$ cat src/rtl/flash_cmd_pkg.sv
package flash_cmd_pkg;

    typedef enum logic [2:0] {
        ST_IDLE,
        ST_ERS_SETUP,
        ST_PGM_SETUP,
        ST_BUSY,
        ST_SUSP
    } ctl_state_t;

    typedef enum logic [1:0] {
        RD_ARRAY,
        RD_ID,
        RD_STATUS
    } rd_src_t;

    localparam logic [7:0] CMD_READ_ARRAY = 8'hFF;
    localparam logic [7:0] CMD_READ_ID    = 8'h90;
    localparam logic [7:0] CMD_READ_STAT  = 8'h70;
    localparam logic [7:0] CMD_CLR_STAT   = 8'h50;
    localparam logic [7:0] CMD_ERASE      = 8'h20;
    localparam logic [7:0] CMD_CONFIRM    = 8'hD0;
    localparam logic [7:0] CMD_PROG_A     = 8'h40;
    localparam logic [7:0] CMD_PROG_B     = 8'h10;
    localparam logic [7:0] CMD_SUSPEND    = 8'hB0;

    function automatic logic idle_cmd_known(input logic [7:0] c);
        return (c == CMD_READ_ARRAY) || (c == CMD_READ_ID) ||
               (c == CMD_READ_STAT)  || (c == CMD_CLR_STAT) ||
               (c == CMD_ERASE)      || (c == CMD_PROG_A)   ||
               (c == CMD_PROG_B);
    endfunction

endpackage

$ cat src/rtl/fcc_bus_sync.sv
module fcc_bus_sync #(
    parameter int AW          = 16,
    parameter int SYNC_STAGES = 2
) (
    input  logic          clk,
    input  logic          rst_n,
    input  logic          ce_n,
    input  logic          we_n,
    input  logic          oe_n,
    input  logic [AW-1:0] addr,
    input  logic [15:0]   wdata,
    output logic          wr_stb,
    output logic [AW-1:0] wr_addr,
    output logic [15:0]   wr_data,
    output logic          rd_en,
    output logic [AW-1:0] rd_addr
);
    localparam int CW = 3 + AW + 16;
    localparam logic [CW-1:0] RST_V = {3'b111, {(AW + 16){1'b0}}};

    logic [CW-1:0] pipe [SYNC_STAGES];
    logic [CW-1:0] s;
    logic          ce_s, we_s, oe_s, active;
    logic          act_q, bad_q;
    logic [AW-1:0] cap_addr;
    logic [15:0]   cap_data;

    // all bus bits travel together so control and data stay aligned
    always_ff @(posedge clk or negedge rst_n) begin
        if (!rst_n) begin
            for (int i = 0; i < SYNC_STAGES; i++) pipe[i] <= RST_V;
        end else begin
            pipe[0] <= {ce_n, we_n, oe_n, addr, wdata};
            for (int i = 1; i < SYNC_STAGES; i++) pipe[i] <= pipe[i-1];
        end
    end

    assign s      = pipe[SYNC_STAGES-1];
    assign ce_s   = s[CW-1];
    assign we_s   = s[CW-2];
    assign oe_s   = s[CW-3];
    assign active = !ce_s && !we_s;

    always_ff @(posedge clk or negedge rst_n) begin
        if (!rst_n) begin
            act_q    <= 1'b0;
            bad_q    <= 1'b0;
            cap_addr <= '0;
            cap_data <= '0;
        end else begin
            act_q <= active;
            bad_q <= active ? (bad_q || !oe_s) : 1'b0;
            if (active) begin
                cap_addr <= s[AW+15:16];
                cap_data <= s[15:0];
            end
        end
    end

    assign wr_stb  = act_q && !active && !bad_q;
    assign wr_addr = cap_addr;
    assign wr_data = cap_data;
    assign rd_en   = !ce_s && !oe_s && we_s;
    assign rd_addr = s[AW+15:16];

    p_stb_single_r2: assert property (@(posedge clk) disable iff (!rst_n)
        wr_stb |=> !wr_stb);

endmodule

$ cat src/rtl/fcc_ctrl_fsm.sv
module fcc_ctrl_fsm
    import flash_cmd_pkg::*;
#(
    parameter int AW = 16
) (
    input  logic          clk,
    input  logic          rst_n,
    input  logic          wr_stb,
    input  logic [AW-1:0] wr_addr,
    input  logic [15:0]   wr_data,
    input  logic          arr_done,
    output rd_src_t       rd_src,
    output logic [7:0]    status,
    output logic          arr_start,
    output logic          arr_erase,
    output logic [AW-1:0] arr_addr,
    output logic [15:0]   arr_wdata,
    output logic          arr_hold
);
    ctl_state_t state, nxt;
    logic [7:0] cmd;
    logic       err_ers, err_pgm;

    assign cmd = wr_data[7:0];

    always_comb begin
        nxt = state;
        unique case (state)
            ST_IDLE: if (wr_stb) begin
                if (cmd == CMD_ERASE) nxt = ST_ERS_SETUP;
                else if (cmd == CMD_PROG_A || cmd == CMD_PROG_B) nxt = ST_PGM_SETUP;
            end
            ST_ERS_SETUP: if (wr_stb) nxt = (cmd == CMD_CONFIRM) ? ST_BUSY : ST_IDLE;
            ST_PGM_SETUP: if (wr_stb) nxt = ST_BUSY;
            ST_BUSY: begin
                if (arr_done) nxt = ST_IDLE;
                else if (wr_stb && cmd == CMD_SUSPEND) nxt = ST_SUSP;
            end
            ST_SUSP: if (wr_stb && cmd == CMD_CONFIRM) nxt = ST_BUSY;
            default: nxt = ST_IDLE;
        endcase
    end

    always_ff @(posedge clk or negedge rst_n) begin
        if (!rst_n) state <= ST_IDLE;
        else        state <= nxt;
    end

    always_ff @(posedge clk or negedge rst_n) begin
        if (!rst_n) begin
            rd_src    <= RD_ARRAY;
            err_ers   <= 1'b0;
            err_pgm   <= 1'b0;
            arr_start <= 1'b0;
            arr_erase <= 1'b0;
            arr_addr  <= '0;
            arr_wdata <= '0;
            arr_hold  <= 1'b0;
        end else begin
            arr_start <= 1'b0;
            unique case (state)
                ST_IDLE: if (wr_stb) begin
                    case (cmd)
                        CMD_READ_ARRAY: rd_src <= RD_ARRAY;
                        CMD_READ_ID:    rd_src <= RD_ID;
                        CMD_READ_STAT:  rd_src <= RD_STATUS;
                        CMD_CLR_STAT: begin
                            err_ers <= 1'b0;
                            err_pgm <= 1'b0;
                        end
                        default: ;
                    endcase
                end
                ST_ERS_SETUP: if (wr_stb) begin
                    rd_src <= RD_STATUS;
                    if (cmd == CMD_CONFIRM) begin
                        arr_start <= 1'b1;
                        arr_erase <= 1'b1;
                        arr_addr  <= wr_addr;
                    end else begin
                        err_ers <= 1'b1;
                        err_pgm <= 1'b1;
                    end
                end
                ST_PGM_SETUP: if (wr_stb) begin
                    rd_src    <= RD_STATUS;
                    arr_start <= 1'b1;
                    arr_erase <= 1'b0;
                    arr_addr  <= wr_addr;
                    arr_wdata <= wr_data;
                end
                ST_BUSY: if (wr_stb && !arr_done) begin
                    if (cmd == CMD_SUSPEND) arr_hold <= 1'b1;
                    if (cmd == CMD_SUSPEND || cmd == CMD_READ_STAT) rd_src <= RD_STATUS;
                end
                ST_SUSP: if (wr_stb) begin
                    case (cmd)
                        CMD_CONFIRM: begin
                            arr_hold <= 1'b0;
                            rd_src   <= RD_STATUS;
                        end
                        CMD_READ_ARRAY: rd_src <= RD_ARRAY;
                        CMD_READ_STAT:  rd_src <= RD_STATUS;
                        default: ;
                    endcase
                end
                default: ;
            endcase
        end
    end

    assign status = {state != ST_BUSY, arr_hold && arr_erase, err_ers, err_pgm,
                     1'b0, arr_hold && !arr_erase, 2'b00};

    p_start_busy_r7: assert property (@(posedge clk) disable iff (!rst_n)
        arr_start |-> (state == ST_BUSY));
    p_abort_r9: assert property (@(posedge clk) disable iff (!rst_n)
        (state == ST_ERS_SETUP && wr_stb && cmd != CMD_CONFIRM)
        |=> (!arr_start && status[5:4] == 2'b11 && rd_src == RD_STATUS));
    p_clear_r6: assert property (@(posedge clk) disable iff (!rst_n)
        (state == ST_IDLE && wr_stb && cmd == CMD_CLR_STAT)
        |=> (status[5:4] == 2'b00 && $stable(rd_src)));
    p_hold_src_r10: assert property (@(posedge clk) disable iff (!rst_n)
        $rose(arr_hold) |-> $past(wr_stb && cmd == CMD_SUSPEND));
    p_no_done_held_r10: assert property (@(posedge clk) disable iff (!rst_n)
        arr_done |-> !arr_hold);
    p_reserved_r11: assert property (@(posedge clk) disable iff (!rst_n)
        (state == ST_IDLE && wr_stb && !idle_cmd_known(cmd))
        |=> (state == ST_IDLE && !arr_start && $stable(rd_src) && $stable(status)));

endmodule

$ cat src/rtl/fcc_read_mux.sv
module fcc_read_mux
    import flash_cmd_pkg::*;
#(
    parameter int          AW     = 16,
    parameter logic [15:0] MFG_ID = 16'h00A7,
    parameter logic [15:0] DEV_ID = 16'h3C19
) (
    input  logic          rd_en,
    input  rd_src_t       rd_src,
    input  logic [AW-1:0] rd_addr,
    input  logic [7:0]    status,
    input  logic [15:0]   arr_rdata,
    output logic [15:0]   rdata
);
    localparam logic [AW-1:0] ID_MFG_ADDR = AW'(0);
    localparam logic [AW-1:0] ID_DEV_ADDR = AW'(1);

    logic [15:0] id_word;

    always_comb begin
        if (rd_addr == ID_MFG_ADDR)      id_word = MFG_ID;
        else if (rd_addr == ID_DEV_ADDR) id_word = DEV_ID;
        else                             id_word = '0;
    end

    always_comb begin
        rdata = '0;
        if (rd_en) begin
            unique case (rd_src)
                RD_ARRAY:  rdata = arr_rdata;
                RD_ID:     rdata = id_word;
                RD_STATUS: rdata = {8'h00, status};
                default:   rdata = '0;
            endcase
        end
    end

endmodule

$ cat src/rtl/flash_cmd_ctrl.sv
module flash_cmd_ctrl
    import flash_cmd_pkg::*;
#(
    parameter int          AW          = 16,
    parameter int          SYNC_STAGES = 2,
    parameter logic [15:0] MFG_ID      = 16'h00A7,
    parameter logic [15:0] DEV_ID      = 16'h3C19
) (
    input  logic          clk,
    input  logic          rst_n,
    input  logic          ce_n,
    input  logic          we_n,
    input  logic          oe_n,
    input  logic [AW-1:0] addr,
    input  logic [15:0]   wdata,
    output logic [15:0]   rdata,
    output logic [AW-1:0] arr_raddr,
    input  logic [15:0]   arr_rdata,
    output logic          arr_start,
    output logic          arr_erase,
    output logic [AW-1:0] arr_addr,
    output logic [15:0]   arr_wdata,
    output logic          arr_hold,
    input  logic          arr_done
);
    logic          wr_stb, rd_en;
    logic [AW-1:0] wr_addr, rd_addr;
    logic [15:0]   wr_data;
    rd_src_t       rd_src;
    logic [7:0]    status;

    fcc_bus_sync #(.AW(AW), .SYNC_STAGES(SYNC_STAGES)) u_sync (
        .clk(clk), .rst_n(rst_n), .ce_n(ce_n), .we_n(we_n), .oe_n(oe_n),
        .addr(addr), .wdata(wdata), .wr_stb(wr_stb), .wr_addr(wr_addr),
        .wr_data(wr_data), .rd_en(rd_en), .rd_addr(rd_addr)
    );

    fcc_ctrl_fsm #(.AW(AW)) u_fsm (
        .clk(clk), .rst_n(rst_n), .wr_stb(wr_stb), .wr_addr(wr_addr),
        .wr_data(wr_data), .arr_done(arr_done), .rd_src(rd_src), .status(status),
        .arr_start(arr_start), .arr_erase(arr_erase), .arr_addr(arr_addr),
        .arr_wdata(arr_wdata), .arr_hold(arr_hold)
    );

    fcc_read_mux #(.AW(AW), .MFG_ID(MFG_ID), .DEV_ID(DEV_ID)) u_rmux (
        .rd_en(rd_en), .rd_src(rd_src), .rd_addr(rd_addr), .status(status),
        .arr_rdata(arr_rdata), .rdata(rdata)
    );

    assign arr_raddr = rd_addr;

endmodule

$ cat config.mk
export PLATFORM = sky130hd
export DESIGN_NAME = flash_cmd_ctrl
export DESIGN_NICKNAME = d
export VERILOG_FILES = /design/src/rtl/flash_cmd_pkg.sv /design/src/rtl/fcc_bus_sync.sv /design/src/rtl/fcc_ctrl_fsm.sv /design/src/rtl/fcc_read_mux.sv /design/src/rtl/flash_cmd_ctrl.sv
export SDC_FILE = /design/constraint.sdc
export NUM_CORES = 1
export LEC_CHECK = 0
export BUFFER_PORTS_ARGS = -buffer_cell sky130_fd_sc_hd__buf_2
export CORE_UTILIZATION = 40
export CTS_CLUSTER_DIAMETER = 80
export DETAILED_ROUTE_END_ITERATION = 16
export PLACE_DENSITY = 0.61
export SKIP_CTS_REPAIR_TIMING = 1
export SYNTH_ARGS = -nofsm -noshare
export SYNTH_HDL_FRONTEND = slang
export SYNTH_HIERARCHICAL = 1
export SYNTH_SLANG_ARGS = --single-unit
$ cat constraint.sdc
create_clock -name clk -period 3.8 [get_ports clk]
set_input_delay 0.95 -clock clk [delete_from_list [all_inputs] [get_ports clk]]
set_output_delay 0.95 -clock clk [all_outputs]
set_load 0.03 [all_outputs]
==> impl_results.md <==
- Status: complete, no violations
- Layout cells sized above 1: 48.7%
- Starting Density: ~41%
- Synthesized area per cell: 14.6 µm²
- Number of clock sinks: 145
- CTS root buffer: clkbuf_16
- Number of flops mapped to enable cells by yosys: 0
- Final setup violation count: 0
- CP Class: register to output port
- Count leader, synth: dfrtp_1
- # DRC: 0
- Detailed Routing Iterations Pass 1: 4
- Post-synthesis sequential area ratio: between 60% and 70%
- Clk buf depth: 2
- Max-slew violation count: 0
- Max incr delay on CP: 550 ps
- Synth Register Bits: 145
- Global-route wire length before repair: 17000 µm
- TritonCTS clock tree: built
- Share of the synthesized area in the top cell type: 62.9%
- Final instance area: approximately 6800 µm²
- Wire per inst: 15.1 µm
- Starting DRT DRC Count: about 140
- Max Cap Viol: 0
- WP data arrival: 2280 ps
- Top FF cell, synth: dfrtp_1
- Gpl congestion: ~0.80
- PortBufs: 120
- Top post-synthesis cells by area: dfrtp_1 (63%), mux2_2 (13%), dfstp_2 (2.8%), buf_4 (2.8%), nand2_1 (1.4%)
- GR Overflow Total: 0
- Cells after synthesis: between 300 and 400
- Max IR drop VDD: between 0.3 and 0.4 mV
- Post-DRT Antenna Nets: 0
- Worst-path clk slew: ~60 ps
- Routed vias: around 3300
- CP max-delay cell: dfstp_2
- Slew headroom: about 43%
- Crit-path cells: nor3b_1 -> nand2b_1 -> nor2_1 -> nand2_1 -> nand2_1 -> buf_2
- Routed wire length: between 10000 and 15000 µm
- Most used cell, CP: nand2_1
- Pwr Density: between 700 and 800 nW/µm²
- CORE AREA: around 13000 µm²
- Max Clock Skew: between 10 and 15 ps
- Syn-to-layout area delta: 22.5%
- Area after DPL: between 6000 and 7000 µm²
- Antenna violations before repair: 1
- Worst setup EP type: output port
- Vias per cell: around 4.8
- Tot GR Track Use: roughly 16%
- Top-Level Pins: approximately 120
- Largest net degree at the start of global routing: 87
- DP HPWL: 6860 µm
- Final Cycle Share: a little under nine tenths
- RSZ-0062 raised after global routing: no
- Htree depth: 4
- Worst hold slack: about 350 ps
- YS warnings: 6
- Asr flop ratio synth: between 90% and 100%
- Critical Path Start Type: register
- Library cells used by synthesis: 62
- Die H: roughly 120 µm
- Max Clock Freq: between 300 and 400 MHz
- Leading area contributor after synthesis: dfrtp_1
- Crit-path max FO: 8
- Final net count: between 500 and 600
- Netlist Area Pre-Place: about 5500 µm²
- Tmin final: 3230 ps
- Number of global-route vias before repair: roughly 3500
- Synth top cells by count: dfrtp_1 (139), mux2_2 (62), buf_4 (21)
- Lkg Pwr: 3.14 nW
- Hold Crit Class: register to register
- Final Hold Vio Count: 0
- Die ar.: between 10000 and 15000 µm²
- Required @ worst endpoint: 2850 ps
- Clock Latency Late Sink: roughly 400 ps
- Setup tns final: 0 ps
- Die X: approximately 120 µm
- CTS buffer count: 17
- Worst slew pin tran: ~850 ps
- Site row count: 42
==> worst paths after layout <==
kind                                                     from                              to  slack (ps)  depth (start not counted)
worst max-delay path                   u_sync/s[33]$_DFF_PN1_                       rdata[11]         570                          6
worst min-delay path                u_sync/pipe[39]$_DFF_PN0_           u_sync/s[4]$_DFF_PN0_         350                          0
worst max register to register  u_sync/wr_data[1]$_DFFE_PN0P_   u_fsm/arr_addr[8]$_DFFE_PN0P_        1310                          5
worst min register to register      u_sync/pipe[39]$_DFF_PN0_           u_sync/s[4]$_DFF_PN0_         350                          0
max in group asynchronous                               rst_n       u_sync/pipe[39]$_DFF_PN0_        2430                          2
min in group asynchronous                               rst_n  u_fsm/arr_addr[10]$_DFFE_PN0P_         600                          1
==> cell families after synthesis <==
logic type                count (synthesis)  share of synthesized area (%)
muxes                                    68                           13.9
other                                     1                         0.0678
xor gates and xnor gates                  3                          0.475
AOI/OAI and AO/OA                        38                           4.66
buffers and inverters                    41                           5.09
and+or+nand+nor                          83                           10.1
DFF                                     145                           65.7
==> power by group <==
group | leakage (nW) | total (mW) | switching, mW | internal [mW]
clock | 0.299 | 1.73 | 0.646 | 1.08
sequential | 1.71 | 2.02 | 0.197 | 1.83
combinational | 1.13 | 1.19 | 0.731 | 0.455
==> final cells by class <==
class	count	area [µm²]
antenna	1	2.50
clock buffer	19	453
clock inverter	13	173
fill	1154	6570
inverter	4	15.0
multi-input combinational	195	1620
sequential	145	3640
tap	176	220
timing repair buffer	125	657
==> through the flow <==
step / instances / setup slack, ps / total power [mW] / utilization [%]
2_1_floorplan: 381 / 1150 / 2.89 / -
3_3_place_gp: 645 / 1040 / 3.21 / 46.1
3_5_place_dp: 645 / 973 / 3.25 / 46.1
4_1_cts: 677 / 521 / 5.00 / 50.8
5_1_grt: 677 / 373 / 5.19 / 50.8
6_report: 678 / 566 / 4.94 / 50.8
==> critical path: cells and delay by family (launching register included) <==
kind | cells | cell delay [ps]
buffers and inverters | 1 | 190
and+or+nand+nor | 5 | 1140
DFF | 1 | 550
==> placed cells by master (no fill, tap or decap), types with 2 or more instances in the layout <==
cell type,instances
inv_6,4
buf_4,4
and4_1,2
mux2i_1,2
nor2_1,9
buf_2,119
o211ai_1,2
mux2_4,2
dfrtp_1,139
inv_1,4
dfstp_2,6
o21ai_0,5
nand2_1,20
nor3_2,3
nor4_1,4
nor2b_1,6
nand4_1,3
bufinv_16,3
xnor2_1,3
clkbuf_8,2
nand3_1,2
o22a_1,2
conb_1,3
and2_1,6
nand2b_1,2
o41ai_1,2
a21oi_1,13
clkinvlp_4,3
mux2_2,62
nor3b_1,8
clkbuf_16,17
mux2_1,2
==> metal layers <==
layer  vias up  routed length (µm)  part of all wire (%)  GRT usage, %
met3        10                 519                   5.1          4.94
met2       107                5010                    49          25.1
li1       1521                   -                     -             -
met4         0                 129                   1.3          5.78
met5         -                   0                     0             0
met1      1646                4580                    45          19.6
==> registers in the layout, indices dropped and copies added (netlist names), 2 cells and up <==
signal	flops
u_fsm/state	3
u_sync/pipe	35
u_fsm/arr_wdata	16
u_sync/wr_data	16
u_fsm/arr_addr	16
u_sync/s	35
u_sync/wr_addr	16
u_fsm/rd_src	2
Power figures use the tool's default switching activity.
